[src/rtl/qlo_pkg.sv]
package qlo_pkg;

    localparam int PRE_STAGES = 4;
    localparam int CODE_W     = 4;
    localparam int NUM_BANDS  = 9;

    // Band codes, lowest frequency first
    typedef enum logic [3:0] {
        BAND_160M = 4'd0,
        BAND_80M  = 4'd1,
        BAND_40M  = 4'd2,
        BAND_30M  = 4'd3,
        BAND_20M  = 4'd4,
        BAND_17M  = 4'd5,
        BAND_15M  = 4'd6,
        BAND_12M  = 4'd7,
        BAND_10M  = 4'd8
    } band_e;

    // Twisted-ring phases in stepping order; bit 0 is I, bit 1 is Q
    typedef enum logic [1:0] {
        PH_0 = 2'b00,
        PH_1 = 2'b01,
        PH_2 = 2'b11,
        PH_3 = 2'b10
    } ring_e;

    // Number of active divide-by-two stages for a band code
    function automatic int unsigned stages_for(input int unsigned code);
        case (code)
            32'(BAND_160M):                       return 4;
            32'(BAND_80M):                        return 3;
            32'(BAND_40M), 32'(BAND_30M):         return 2;
            32'(BAND_20M), 32'(BAND_17M),
            32'(BAND_15M), 32'(BAND_12M):         return 1;
            default:                              return 0;
        endcase
    endfunction

endpackage

[src/rtl/qlo_band_latch.sv]
module qlo_band_latch
    import qlo_pkg::*;
#(
    parameter int NUM_STAGES = PRE_STAGES,
    parameter int CODE_W_P   = CODE_W
) (
    input  logic                  clk,
    input  logic                  rst,
    input  logic                  load,
    input  logic [CODE_W_P-1:0]   band_code,
    output logic [NUM_STAGES-1:0] stage_en
);

    int unsigned                  want;
    logic        [NUM_STAGES-1:0] next_en;

    // Thermometer mask: the lowest 'want' stages are active
    always_comb begin
        want = stages_for(32'(band_code));
        if (want > NUM_STAGES) want = NUM_STAGES;
        for (int j = 0; j < NUM_STAGES; j++) begin
            next_en[j] = (j < int'(want));
        end
    end

    always_ff @(posedge clk) begin
        if (rst)       stage_en <= '0;
        else if (load) stage_en <= next_en;
    end

    // the mask moves only on a load edge
    assert_mask_hold_R7: assert property (@(posedge clk) disable iff (rst)
        !$stable(stage_en) |-> $past(load));

    // the mask is always a thermometer code
    assert_thermo_R2: assert property (@(posedge clk) disable iff (rst)
        $onehot({1'b0, stage_en} + 1'b1));

    // unused codes leave every prescaler stage bypassed
    assert_unused_code_R3: assert property (@(posedge clk) disable iff (rst)
        (load && (32'(band_code) >= NUM_BANDS)) |=> (stage_en == '0));

endmodule

[src/rtl/qlo_prescaler.sv]
module qlo_prescaler
    import qlo_pkg::*;
#(
    parameter int NUM_STAGES = PRE_STAGES
) (
    input  logic                  clk,
    input  logic                  rst,
    input  logic [NUM_STAGES-1:0] stage_en,
    output logic                  tick
);

    logic [NUM_STAGES-1:0] q;
    logic [NUM_STAGES:0]   t;

    assign t[0] = 1'b1;

    // Enable chain: an active stage passes every second pulse, a bypassed one passes all
    for (genvar g = 0; g < NUM_STAGES; g++) begin : g_chain
        assign t[g+1] = stage_en[g] ? (t[g] & q[g]) : t[g];
    end

    always_ff @(posedge clk) begin
        for (int j = 0; j < NUM_STAGES; j++) begin
            if (rst || !stage_en[j]) q[j] <= 1'b0;
            else if (t[j])           q[j] <= ~q[j];
        end
    end

    assign tick = t[NUM_STAGES];

    // an output pulse leaves every stage back at zero
    assert_wrap_clear_R4: assert property (@(posedge clk) disable iff (rst)
        tick |=> (q == '0));

endmodule

[src/rtl/qlo_ring.sv]
module qlo_ring
    import qlo_pkg::*;
(
    input  logic  clk,
    input  logic  rst,
    input  logic  adv,
    output ring_e state
);

    always_ff @(posedge clk) begin
        if (rst)      state <= PH_0;
        else if (adv) state <= ring_e'({state[0], ~state[1]});
    end

    // one bit of the ring changes per edge at most
    assert_gray_step_R8: assert property (@(posedge clk) disable iff (rst)
        $countones(state ^ $past(state)) <= 1);

    // the ring only moves on a prescaler pulse
    assert_hold_idle_R4: assert property (@(posedge clk) disable iff (rst)
        !adv |=> $stable(state));

endmodule

[src/rtl/qlo_divider.sv]
module qlo_divider
    import qlo_pkg::*;
#(
    parameter int NUM_STAGES = PRE_STAGES,
    parameter int CODE_W_P   = CODE_W
) (
    input  logic                clk,
    input  logic                rst,
    input  logic [CODE_W_P-1:0] band_code,
    output logic                lo_i,
    output logic                lo_q,
    output logic                lo_ib,
    output logic                lo_qb
);

    logic [NUM_STAGES-1:0] stage_en;
    logic                  tick;
    logic                  load;
    ring_e                 ring;

    // A new ratio is taken only as the ring leaves phase zero (I rising)
    assign load = tick && (ring == PH_0);

    qlo_band_latch #(.NUM_STAGES(NUM_STAGES), .CODE_W_P(CODE_W_P)) u_latch (
        .clk       (clk),
        .rst       (rst),
        .load      (load),
        .band_code (band_code),
        .stage_en  (stage_en)
    );

    qlo_prescaler #(.NUM_STAGES(NUM_STAGES)) u_pre (
        .clk      (clk),
        .rst      (rst),
        .stage_en (stage_en),
        .tick     (tick)
    );

    qlo_ring u_ring (
        .clk   (clk),
        .rst   (rst),
        .adv   (tick),
        .state (ring)
    );

    assign lo_i  = ring[0];
    assign lo_q  = ring[1];
    assign lo_ib = ~ring[0];
    assign lo_qb = ~ring[1];

    // reset leaves I and Q low
    assert_reset_R1: assert property (@(posedge clk)
        rst |=> (!lo_i && !lo_q));

    // I only rises on a load edge
    assert_rise_loads_R7: assert property (@(posedge clk) disable iff (rst)
        $rose(lo_i) |-> $past(load));

endmodule

[config.mk]
export PLATFORM = sky130hd
export DESIGN_NAME = qlo_divider
export DESIGN_NICKNAME = d
export VERILOG_FILES = /design/src/rtl/qlo_pkg.sv /design/src/rtl/qlo_band_latch.sv /design/src/rtl/qlo_prescaler.sv /design/src/rtl/qlo_ring.sv /design/src/rtl/qlo_divider.sv
export SDC_FILE = /design/constraint.sdc
export NUM_CORES = 1
export LEC_CHECK = 0
export BUFFER_PORTS_ARGS = -buffer_cell sky130_fd_sc_hd__buf_4
export CAP_MARGIN = 0
export CORE_AREA = 4 4 41 43
export CTS_BUF_LIST = sky130_fd_sc_hd__clkbuf_8
export CTS_CLUSTER_DIAMETER = 80
export DETAILED_ROUTE_END_ITERATION = 8
export DIE_AREA = 0 0 45 47
export SLEW_MARGIN = 20
export SYNTH_ARGS = -nofsm -noshare
export SYNTH_HDL_FRONTEND = slang
export SYNTH_HIERARCHICAL = 1
export SYNTH_SLANG_ARGS = --single-unit
[constraint.sdc]
create_clock -name clk -period 3.98 [get_ports clk]
set_input_delay 0.796 -clock clk [delete_from_list [all_inputs] [get_ports clk]]
set_output_delay 0.796 -clock clk [all_outputs]
set_load 0.02 [all_outputs]
==> impl_metrics.tcl, run 1 <==
set metrics [dict create \
    status "completed" \
    cts_tree "built" \
    synthArstFlopShare_pct 0 \
    finalSetupViolations 0 \
    setup_tns_ns 0 \
    grt_pass1_wl_um 1340 \
    cpMaxStageDelayCell "or4b_1" \
    core_um2 1300 \
    io_pins 10 \
    hold_buffers 0 \
    io_buffers 9 \
    synth_cell_types 21 \
    path_class "flip-flop to flip-flop" \
    syn-num-nets 51 \
    cp-end-kind "flip-flop" \
    rsz0062_at_grt "no" \
    gp_congestion 0.664 \
    ys_warn_count 6 \
    synthXorXnorAreaFrac_pct 2.01 \
    cap_violations 0 \
    area_growth_pct 29.2 \
    hp-class "flip-flop to flip-flop" \
    cpPeakStageDelay_ns 0.49 \
    fin_area_um2 564 \
    post-dp-hpwl_um 578 \
    die_height_um 47 \
    p_sw_uw 128 \
    min_period_over_period_pct 55.2 \
    synth_fa_ha_area_share_pct 0 \
    synth_area_leaders "dfxtp_1, a21oi_1, mux2i_1" \
    cts_buffer_depth 2 \
    fp-row-count 13 \
    finalCriticalPeriod_ns 2.20 \
    fin_skew_ns 0.00274 \
    path_clk_slew_ns 0.04 \
    vdd_drop_max_mv 0.331 \
    dieWidth_um 45 \
    drcViolationCount 0 \
    muxShareOfSynthArea_pct 4.58 \
    routedWlPerCell_um 10.5 \
    initial_core_util_pct 33.6 \
    drive_gt1_share_pct 26.3 \
    pre_cts_ws_ns 1.77 \
    p_per_area_nw_per_um2 696 \
    cp_max_fo 8 \
    vias 340 \
    nets 65 \
    required_ns 4.12 \
    p_leak_uw 0.000234 \
    yosysTopAreaCell "dfxtp_1" \
    synth_top_family_by_area "simple AND/OR/NAND/NOR gates" \
    syn_area_per_cell_um2 9.70 \
    yosys-top-cells-count "dfxtp_1, inv_1, a21oi_1, nand2b_1, nor2_1" \
    grt_max_degree 9 \
    reg2reg_slack_ns 1.78 \
    synth.most_common_cell "dfxtp_1" \
    vias_per_cell 4.72 \
    post-route-util_pct 43.4 \
    cts-buffers-inserted 3 \
    grt_usage_pct 9.20 \
    hold_end "u_pre/q[2]$_SDFFE_PP0P_" \
    cp.arrival_ns 2.34 \
    setup_ws_ns 1.78 \
    insertion_delay_ns 0.23 \
    fill_cells 132 \
    synth-edff-count 0 \
    h-tree-depth 1 \
    cts-root-buf "clkbuf_8" \
    cts_setup_buffers 0 \
    synthSimpleGateAreaFrac_pct 28.4 \
    cp-start-kind "flip-flop" \
    slew_violations 0 \
    synth_ff_type "dfxtp_1" \
    drtIter0Drc 4 \
    crit_path_cell_trace "nor2b_4 -> a211o_1 -> a21oi_1 -> nor3b_2 -> or4b_1 -> o32ai_2" \
    power_switching_share_pct 32.7 \
    r2r-end "u_latch/stage_en[3]$_SDFFE_PP0P_" \
    grt_pass1_vias 345 \
    cts_sinks 10 \
    combPwrFrac_pct 38.4 \
    synth_top_area_share_pct 45.8 \
    ant_nets 0 \
    hp-start "u_latch/stage_en[2]$_SDFFE_PP0P_" \
    cpLargestDelayFamily "simple AND/OR/NAND/NOR gates" \
    hold_viol_final 0 \
    seq_power_share_pct 36.1 \
    seq_area_frac_synth_pct 45.8 \
    p_int_uw 264 \
    grt_antenna_before_repair 0 \
    die-area_um2 2120 \
    timing.slew.headroom_pct 75.5 \
    grt_overflow 0 \
    place_area_um2 523 \
    synth-compound-area-share_pct 14.9 \
    worst_slew_pin_slew_ns 0.365 \
    syn-cell-area_um2 437 \
    path_buf_inv 0 \
    first_pass_iters 4 \
    rr_startpoint "u_latch/stage_en[0]$_SDFFE_PP0P_" \
    diodes 0 \
    syn_inst 45 \
    reg2reg_depth 6 \
    fmax_ghz 0.455 \
    wl_um 755 \
    synth_seq_cells 10 \
    power.share.clock_pct 25.5 \
    holdPathStages 2 \
    cts_resized 0 \
]
-- stage by stage --
| step | instances | hold slack [ns] | power [uW] |
|---|---|---|---|
| global placement | 69 | 0.458 | 295 |
| CTS | 72 | 0.459 | 399 |
| detailed placement | 69 | 0.457 | 295 |
| finish | 72 | 0.457 | 393 |
| floorplan | 45 | 0.433 | 248 |
| global route | 72 | 0.504 | 424 |
-- worst register-to-register path, cell delays in order (launching register included) --
cell     delay, ns
dfxtp_1       0.31
nor2b_4       0.14
a211o_1       0.30
a21oi_1       0.28
nor3b_2       0.41
or4b_1        0.49
o32ai_2       0.20
-- worst max-delay path by stage --
| stage | from | endpoint | cells after the start |
|---|---|---|---|
| 3_5_place_dp | u_latch/stage_en[0]$_SDFFE_PP0P_ | u_latch/stage_en[3]$_SDFFE_PP0P_ | 6 |
| 3_3_place_gp | u_latch/stage_en[0]$_SDFFE_PP0P_ | u_latch/stage_en[3]$_SDFFE_PP0P_ | 6 |
| 5_1_grt | u_latch/stage_en[0]$_SDFFE_PP0P_ | u_latch/stage_en[3]$_SDFFE_PP0P_ | 6 |
| 6_report | u_latch/stage_en[0]$_SDFFE_PP0P_ | u_latch/stage_en[3]$_SDFFE_PP0P_ | 6 |
| 4_1_cts | u_latch/stage_en[0]$_SDFFE_PP0P_ | u_latch/stage_en[3]$_SDFFE_PP0P_ | 6 |
| 2_1_floorplan | u_latch/stage_en[0]$_SDFFE_PP0P_ | u_latch/stage_en[3]$_SDFFE_PP0P_ | 6 |
-- state kept, by name (all words and copies together) (netlist names) --
signal,cells
u_pre/q,4
u_latch/stage_en,4
u_ring/state,2
-- cell usage in the layout (no fill, tap or decap), types with 2 or more instances in the layout --
cell type,synthesis,layout
inv_1,5,5
dfxtp_1,10,10
or4b_1,2,2
a21oi_1,4,4
nand2b_1,3,3
nor2_1,3,3
buf_4,0,9
clkbuf_8,0,3
mux2i_1,2,2
nand3_1,2,2
a211oi_1,2,2
-- cell type report --
type	instances	area (um2)	area share [%]
Clock buffer	3	41.3	7.32
Inverter	5	18.8	3.33
Multi-Input combinational cell	30	218	38.6
Sequential cell	10	200	35.5
Tap cell	15	18.8	3.33
Timing Repair Buffer	9	67.6	12.0
-- logic make-up (layout without fill, tap and decap cells) --
family / after synthesis / in the layout
flops: 10 / 10
buf+inv: 5 / 17
compound gates: 9 / 9
mux: 2 / 2
xor+xnor: 1 / 1
simple gates: 18 / 18
-- routing by layer --
layer	wire length, um	GRT usage [%]	share of wire, %
met5	0	0	0
met4	0	5.26	0
met3	56	6.13	7.4
met2	330	13.0	44
met1	369	10.3	49
-- power by group through the flow --
stage | clock (uW) | combinational [uW] | sequential (uW)
floorplan | 0 | 97.9 | 150
global placement | 0 | 152 | 143
detailed placement | 0 | 153 | 143
CTS | 104 | 153 | 142
global route | 110 | 170 | 144
finish | 100 | 151 | 142
(Power assumes the default switching activity.)
==> run 2, diff against run 1 <==
- ABC_AREA: unset -> 1
- clock period: 3.98 -> 1.89 ns (I/O delays scaled with it)
==> run 2 against run 1 <==
Compared with the run above: cell count rose by 31%; wire length decreased by 3.4%; largest cell class unchanged; clock power increased to 2.6 times the previous value; sequential share of layout area shrank 2.1 points; core utilization increased by 2.8 points; final area rose by 6.4%; critical path type unchanged; non-clock buffer count increased by 1; worst setup slack got worse by 1.3 ns; global-route usage down 0.32 points; via count up 15%.
==> impl_metrics.tcl, run 2 <==
set metrics [dict create \
    status "completed" \
    grt_max_degree 9 \
    crit_path_cell_trace "inv_1 -> nand2_2 -> nand3_2 -> a21oi_1 -> nand2_2 -> nor2_2 -> inv_2 -> or2_1 -> a21oi_2" \
    grt_pass1_vias 329 \
    routedWlPerCell_um 7.76 \
    nets 86 \
    p_leak_uw 0.000282 \
    cts_buffer_depth 2 \
    synth-edff-count 0 \
    finalSetupViolations 0 \
    post-dp-hpwl_um 566 \
    setup_tns_ns 0 \
    cp-start-kind "flip-flop" \
    dieWidth_um 45 \
    synth_area_leaders "dfxtp_1, nand2_1, nor2_1" \
    fmax_ghz 0.687 \
    yosys-top-cells-count "nand2_1, nor2_1, dfxtp_1, inv_1, a21oi_1" \
    diodes 0 \
    io_buffers 9 \
    seq_area_frac_synth_pct 44.3 \
    cap_violations 0 \
    hp-class "input pin to flip-flop" \
    place_area_um2 546 \
    timing.slew.headroom_pct 86.3 \
    first_pass_iters 4 \
    synth_seq_cells 10 \
    cts_setup_buffers 0 \
    die_height_um 47 \
    fin_area_um2 601 \
    grt_overflow 0 \
    cpLargestDelayFamily "simple AND/OR/NAND/NOR gates" \
    syn-num-nets 71 \
    yosysTopAreaCell "dfxtp_1" \
    slew_violations 0 \
    cp_max_fo 5 \
    cts-buffers-inserted 3 \
    ant_nets 0 \
    min_period_over_period_pct 77.0 \
    vias 391 \
    reg_top3 "u_latch/stage_en: 4 flops, u_pre/q: 4 flops, u_ring/state: 2 flops" \
    path_buf_inv 2 \
    drcViolationCount 0 \
    dp.cells 90 \
    synthArstFlopShare_pct 0 \
    fin_cells 94 \
    p_per_area_nw_per_um2 1420 \
    hold_viol_final 0 \
    synth.most_common_cell "nand2_1" \
    insertion_delay_ns 0.23 \
    cp.arrival_ns 1.63 \
    gp_congestion 0.690 \
    syn_area_per_cell_um2 6.95 \
    vdd_drop_max_mv 0.574 \
    final_cell_mix "nand2_1, nor2_1, inv_1, buf_4, dfxtp_1" \
    core_um2 1300 \
    timing.critical_path.mode_cell "nand2_2" \
    path_class "flip-flop to flip-flop" \
    cts_resized 0 \
    worst_slew_pin_slew_ns 0.206 \
    initial_core_util_pct 34.7 \
    synth_top_area_share_pct 44.3 \
    cts-root-buf "clkbuf_8" \
    grt_pass1_wl_um 1270 \
    fp-row-count 13 \
    rsz0062_at_grt "no" \
    wl_um 729 \
    grt_antenna_before_repair 0 \
    fin_skew_ns 0.00134 \
    drive_gt1_share_pct 29.1 \
    synth_ff_type "dfxtp_1" \
    hold_buffers 0 \
    cp-end-kind "flip-flop" \
    required_ns 2.06 \
    syn-cell-area_um2 452 \
    cpPeakStageDelay_ns 0.34 \
    hold_ws_ns 0.357 \
    io_pins 10 \
    path_clk_slew_ns 0.05 \
    cts_sinks 10 \
    h-tree-depth 1 \
    ys_warn_count 6 \
    layout_commonest_cell "nand2_1" \
    die-area_um2 2120 \
    finalCriticalPeriod_ns 1.45 \
    cts_tree "built" \
    syn_inst 65 \
    synth_cell_types 14 \
    area_growth_pct 33.0 \
    vias_per_cell 4.16 \
    drtIter0Drc 8 \
    grt_usage_pct 8.88 \
    cpMaxStageDelayCell "dfxtp_1" \
]
## run 2: layer usage
layer	up-vias	global-route usage (%)	wire, um	part of all wire [%]
met4	0	8.77	8	1.1
met2	7	11.6	312	43
met3	2	3.45	43	5.9
li1	222	-	-	-
met5	-	0	0	0
met1	160	10.8	365	50
## run 2: cells by family (layout without fill, tap and decap cells)
family,count (synthesis),in the layout,synth area share [%]
flip-flops,10,10,44.3
buffers and inverters,12,26,9.97
AND/OR/NAND/NOR,36,36,36.6
AO/OA/AOI/OAI,7,7,9.14
## run 2: area by class of cell
type,instances,area (um2)
fill,142,701
multi-input combinational,43,206
sequential,10,200
timing repair buffer,10,75.1
clock buffer,4,55.1
inverter,12,45.0
tap,15,18.8
## run 2: worst register-to-register path, cell delays in order, from the launching register on
cell	delay, ns
dfxtp_1	0.34
inv_1	0.06
nand2_2	0.06
nand3_2	0.09
a21oi_1	0.20
nand2_2	0.08
nor2_2	0.16
inv_2	0.08
or2_1	0.22
a21oi_2	0.10
## run 2: through the flow
step	utilization, %	worst slack, ns	total power (uW)
final	46.2	0.435	851
after detailed placement	41.9	0.436	595
after global routing	46.2	0.301	923
after CTS	46.2	0.420	863
after global placement	41.9	0.445	594
after floorplan	-	0.431	491
## run 2: path summary, 6_finish.rpt
path | slack [ns] | startpoint | end | cells after the start
max | 0.44 | u_pre/q[1]$_SDFFE_PP0P_ | u_latch/stage_en[0]$_SDFFE_PP0P_ | 9
min | 0.36 | rst | u_latch/stage_en[0]$_SDFFE_PP0P_ | 2
max reg2reg | 0.44 | u_pre/q[1]$_SDFFE_PP0P_ | u_latch/stage_en[0]$_SDFFE_PP0P_ | 9
min reg2reg | 0.46 | u_pre/q[1]$_SDFFE_PP0P_ | u_pre/q[1]$_SDFFE_PP0P_ | 1
## run 2: report_power, final
group          leakage, uW  switching, uW  internal (uW)  total (uW)
clock            0.0000288           79.0            183         262
combinational     0.000172            182            126         308
sequential       0.0000816           33.5            248         281
total             0.000282            294            556         851
==> run 3, diff against run 2 <==
- clock period: 1.89 -> 1.2 ns (I/O delays scaled with it)
==> run 3 against run 2 <==
Compared with the run above: the run now ends with negative setup slack left; clock skew is 0.0020 ns higher; clock power grew 33%; non-clock buffer count increased by 14; global-route usage rose by 4.0 points; wire length rose by 33%; core utilization is 9.4 points higher; critical path depth is the same; cell count rose by 14%; combinational power grew to 2.5 times the previous value.
==> impl_metrics.tcl, run 3 (same netlist as run 2, synthesis figures left out) <==
set metrics [dict create \
    required_ns 1.38 \
    final_cell_mix "buf_4, nand2_1, nor2_1" \
    reg2reg_slack_ns -0.06 \
    insertion_delay_ns 0.24 \
    initial_core_util_pct 34.7 \
    io_pins 10 \
    gp_congestion 0.766 \
    grt_usage_pct 12.9 \
    p_leak_uw 0.000349 \
    io_buffers 9 \
    cts_sinks 10 \
    cp-end-kind "flip-flop" \
    path_buf_inv 2 \
    cts-root-buf "clkbuf_8" \
    hold_ws_ns 0.220 \
    power.share.clock_pct 22.1 \
    first_pass_iters 3 \
    cpPeakStageDelay_ns 0.33 \
    p_int_uw 1030 \
    vias 454 \
    hold_buffers 0 \
    vias_per_cell 4.24 \
    worst_slew_pin_slew_ns 0.212 \
    rsz0062_at_grt "yes" \
    failed_checks "negative setup slack" \
    fill_cells 134 \
    grt_pass1_vias 456 \
    grt_max_degree 9 \
    hp-class "input pin to flip-flop" \
    reg_top3 "u_latch/stage_en: 4 flops, u_pre/q: 4 flops, u_ring/state: 2 flops" \
    status "finished with violations" \
    h-tree-depth 1 \
    cpLargestDelayFamily "simple AND/OR/NAND/NOR gates" \
    nets 100 \
    place_area_um2 633 \
    ant_nets 0 \
    seq_power_share_pct 28.4 \
    p_sw_uw 550 \
    cp.arrival_ns 1.44 \
    setup_ws_ns -0.0608 \
    cts_buffer_depth 2 \
    cts_tree "built" \
    drtIter0Drc 2 \
    r2r-end "u_latch/stage_en[0]$_SDFFE_PP0P_" \
    post-dp-hpwl_um 719 \
    grt_overflow 0 \
    cap_violations 0 \
    diodes 0 \
    core_um2 1300 \
    wl_um 968 \
    path_clk_slew_ns 0.05 \
    fmax_ghz 0.793 \
    area_growth_pct 60.1 \
    layout_commonest_cell "buf_4" \
    crit_path_cell_trace "inv_2 -> nand2_2 -> nand3_4 -> a21oi_4 -> nand2_2 -> nor2_4 -> inv_2 -> or2_1 -> a21oi_2" \
    grt_antenna_before_repair 0 \
    cts-buffers-inserted 3 \
    rr_startpoint "u_pre/q[1]$_SDFFE_PP0P_" \
    hold_viol_final 0 \
    drcViolationCount 0 \
    fp-row-count 13 \
    dieWidth_um 45 \
    min_period_over_period_pct 105 \
    die-area_um2 2120 \
    reg2reg_depth 9 \
    hp-start "rst" \
    fin_skew_ns 0.00334 \
    hold_end "u_latch/stage_en[0]$_SDFFE_PP0P_" \
    path_class "flip-flop to flip-flop" \
    cpMaxStageDelayCell "dfxtp_2" \
    finalCriticalPeriod_ns 1.26 \
    finalSetupViolations 6 \
    grt_pass1_wl_um 1820 \
    slew_violations 0 \
    vdd_drop_max_mv 1.17 \
    p_per_area_nw_per_um2 2180 \
    die_height_um 47 \
    drive_gt1_share_pct 46.7 \
    holdPathStages 2 \
    cp-start-kind "flip-flop" \
    fin_area_um2 723 \
    cp_max_fo 3 \
    power_switching_share_pct 34.9 \
    combPwrFrac_pct 49.5 \
    routedWlPerCell_um 9.05 \
    timing.slew.headroom_pct 85.8 \
]
-- run 3: per-layer routing --
layer | GRT usage [%] | up-vias | part of all wire, %
li1 | - | 250 | -
met1 | 12.7 | 192 | 42
met2 | 20.9 | 9 | 48
met3 | 4.60 | 3 | 6.4
met4 | 12.3 | 0 | 3.5
met5 | 0 | - | 0
-- run 3: timing repair --
action | in CTS | in global routing
resized for setup | 3 | 1
endpoints found under the setup margin | 4 | 6
pin swaps | 3 | 1
setup buffers | 4 | 2
-- run 3: how the worst max path moves through the flow --
stage / startpoint / endpoint / depth (start not counted)
4_1_cts: u_pre/q[1]$_SDFFE_PP0P_ / u_latch/stage_en[0]$_SDFFE_PP0P_ / 9
3_5_place_dp: u_pre/q[2]$_SDFFE_PP0P_ / u_latch/stage_en[0]$_SDFFE_PP0P_ / 9
2_1_floorplan: u_pre/q[1]$_SDFFE_PP0P_ / u_latch/stage_en[0]$_SDFFE_PP0P_ / 9
3_3_place_gp: u_pre/q[2]$_SDFFE_PP0P_ / u_latch/stage_en[0]$_SDFFE_PP0P_ / 9
6_report: u_pre/q[1]$_SDFFE_PP0P_ / u_latch/stage_en[0]$_SDFFE_PP0P_ / 9
5_1_grt: u_pre/q[1]$_SDFFE_PP0P_ / u_latch/stage_en[0]$_SDFFE_PP0P_ / 9
-- run 3: power groups by stage --
| stage | combinational [uW] | sequential [uW] | clock, uW |
|---|---|---|---|
| after floorplan | 352 | 480 | 0 |
| after global placement | 684 | 454 | 0 |
| after detailed placement | 690 | 454 | 0 |
| after CTS | 741 | 449 | 366 |
| after global routing | 864 | 456 | 378 |
| final | 781 | 448 | 348 |
-- run 3: area by class of cell --
| cell class | instances | area, um2 | area share, % |
|---|---|---|---|
| Clock buffer | 3 | 41.3 | 5.71 |
| Inverter | 12 | 45.0 | 6.23 |
| Multi-Input combinational cell | 43 | 235 | 32.5 |
| Sequential cell | 10 | 203 | 28.0 |
| Tap cell | 15 | 18.8 | 2.60 |
| Timing Repair Buffer | 24 | 180 | 24.9 |
-- run 3: worst reg2reg max path: cells and delay by family, from the launching register on --
family	cells	cell delay, ns
buffers and inverters	2	0.08
and+or+nand+nor	5	0.55
DFF	1	0.33
AOI/OAI and AO/OA	2	0.23
-- run 3: stage by stage --
step,power [uW],setup TNS (ns),setup slack (ns),std cells,utilization (%)
6_report,1580,-0.190,-0.0608,107,55.6
3_5_place_dp,1140,-0.165,-0.0673,98,48.7
2_1_floorplan,832,-0.101,-0.101,65,-
5_1_grt,1700,-0.781,-0.155,107,55.6
4_1_cts,1560,-0.0677,-0.0429,105,54.2
3_3_place_gp,1140,-0.0617,-0.0358,98,48.7
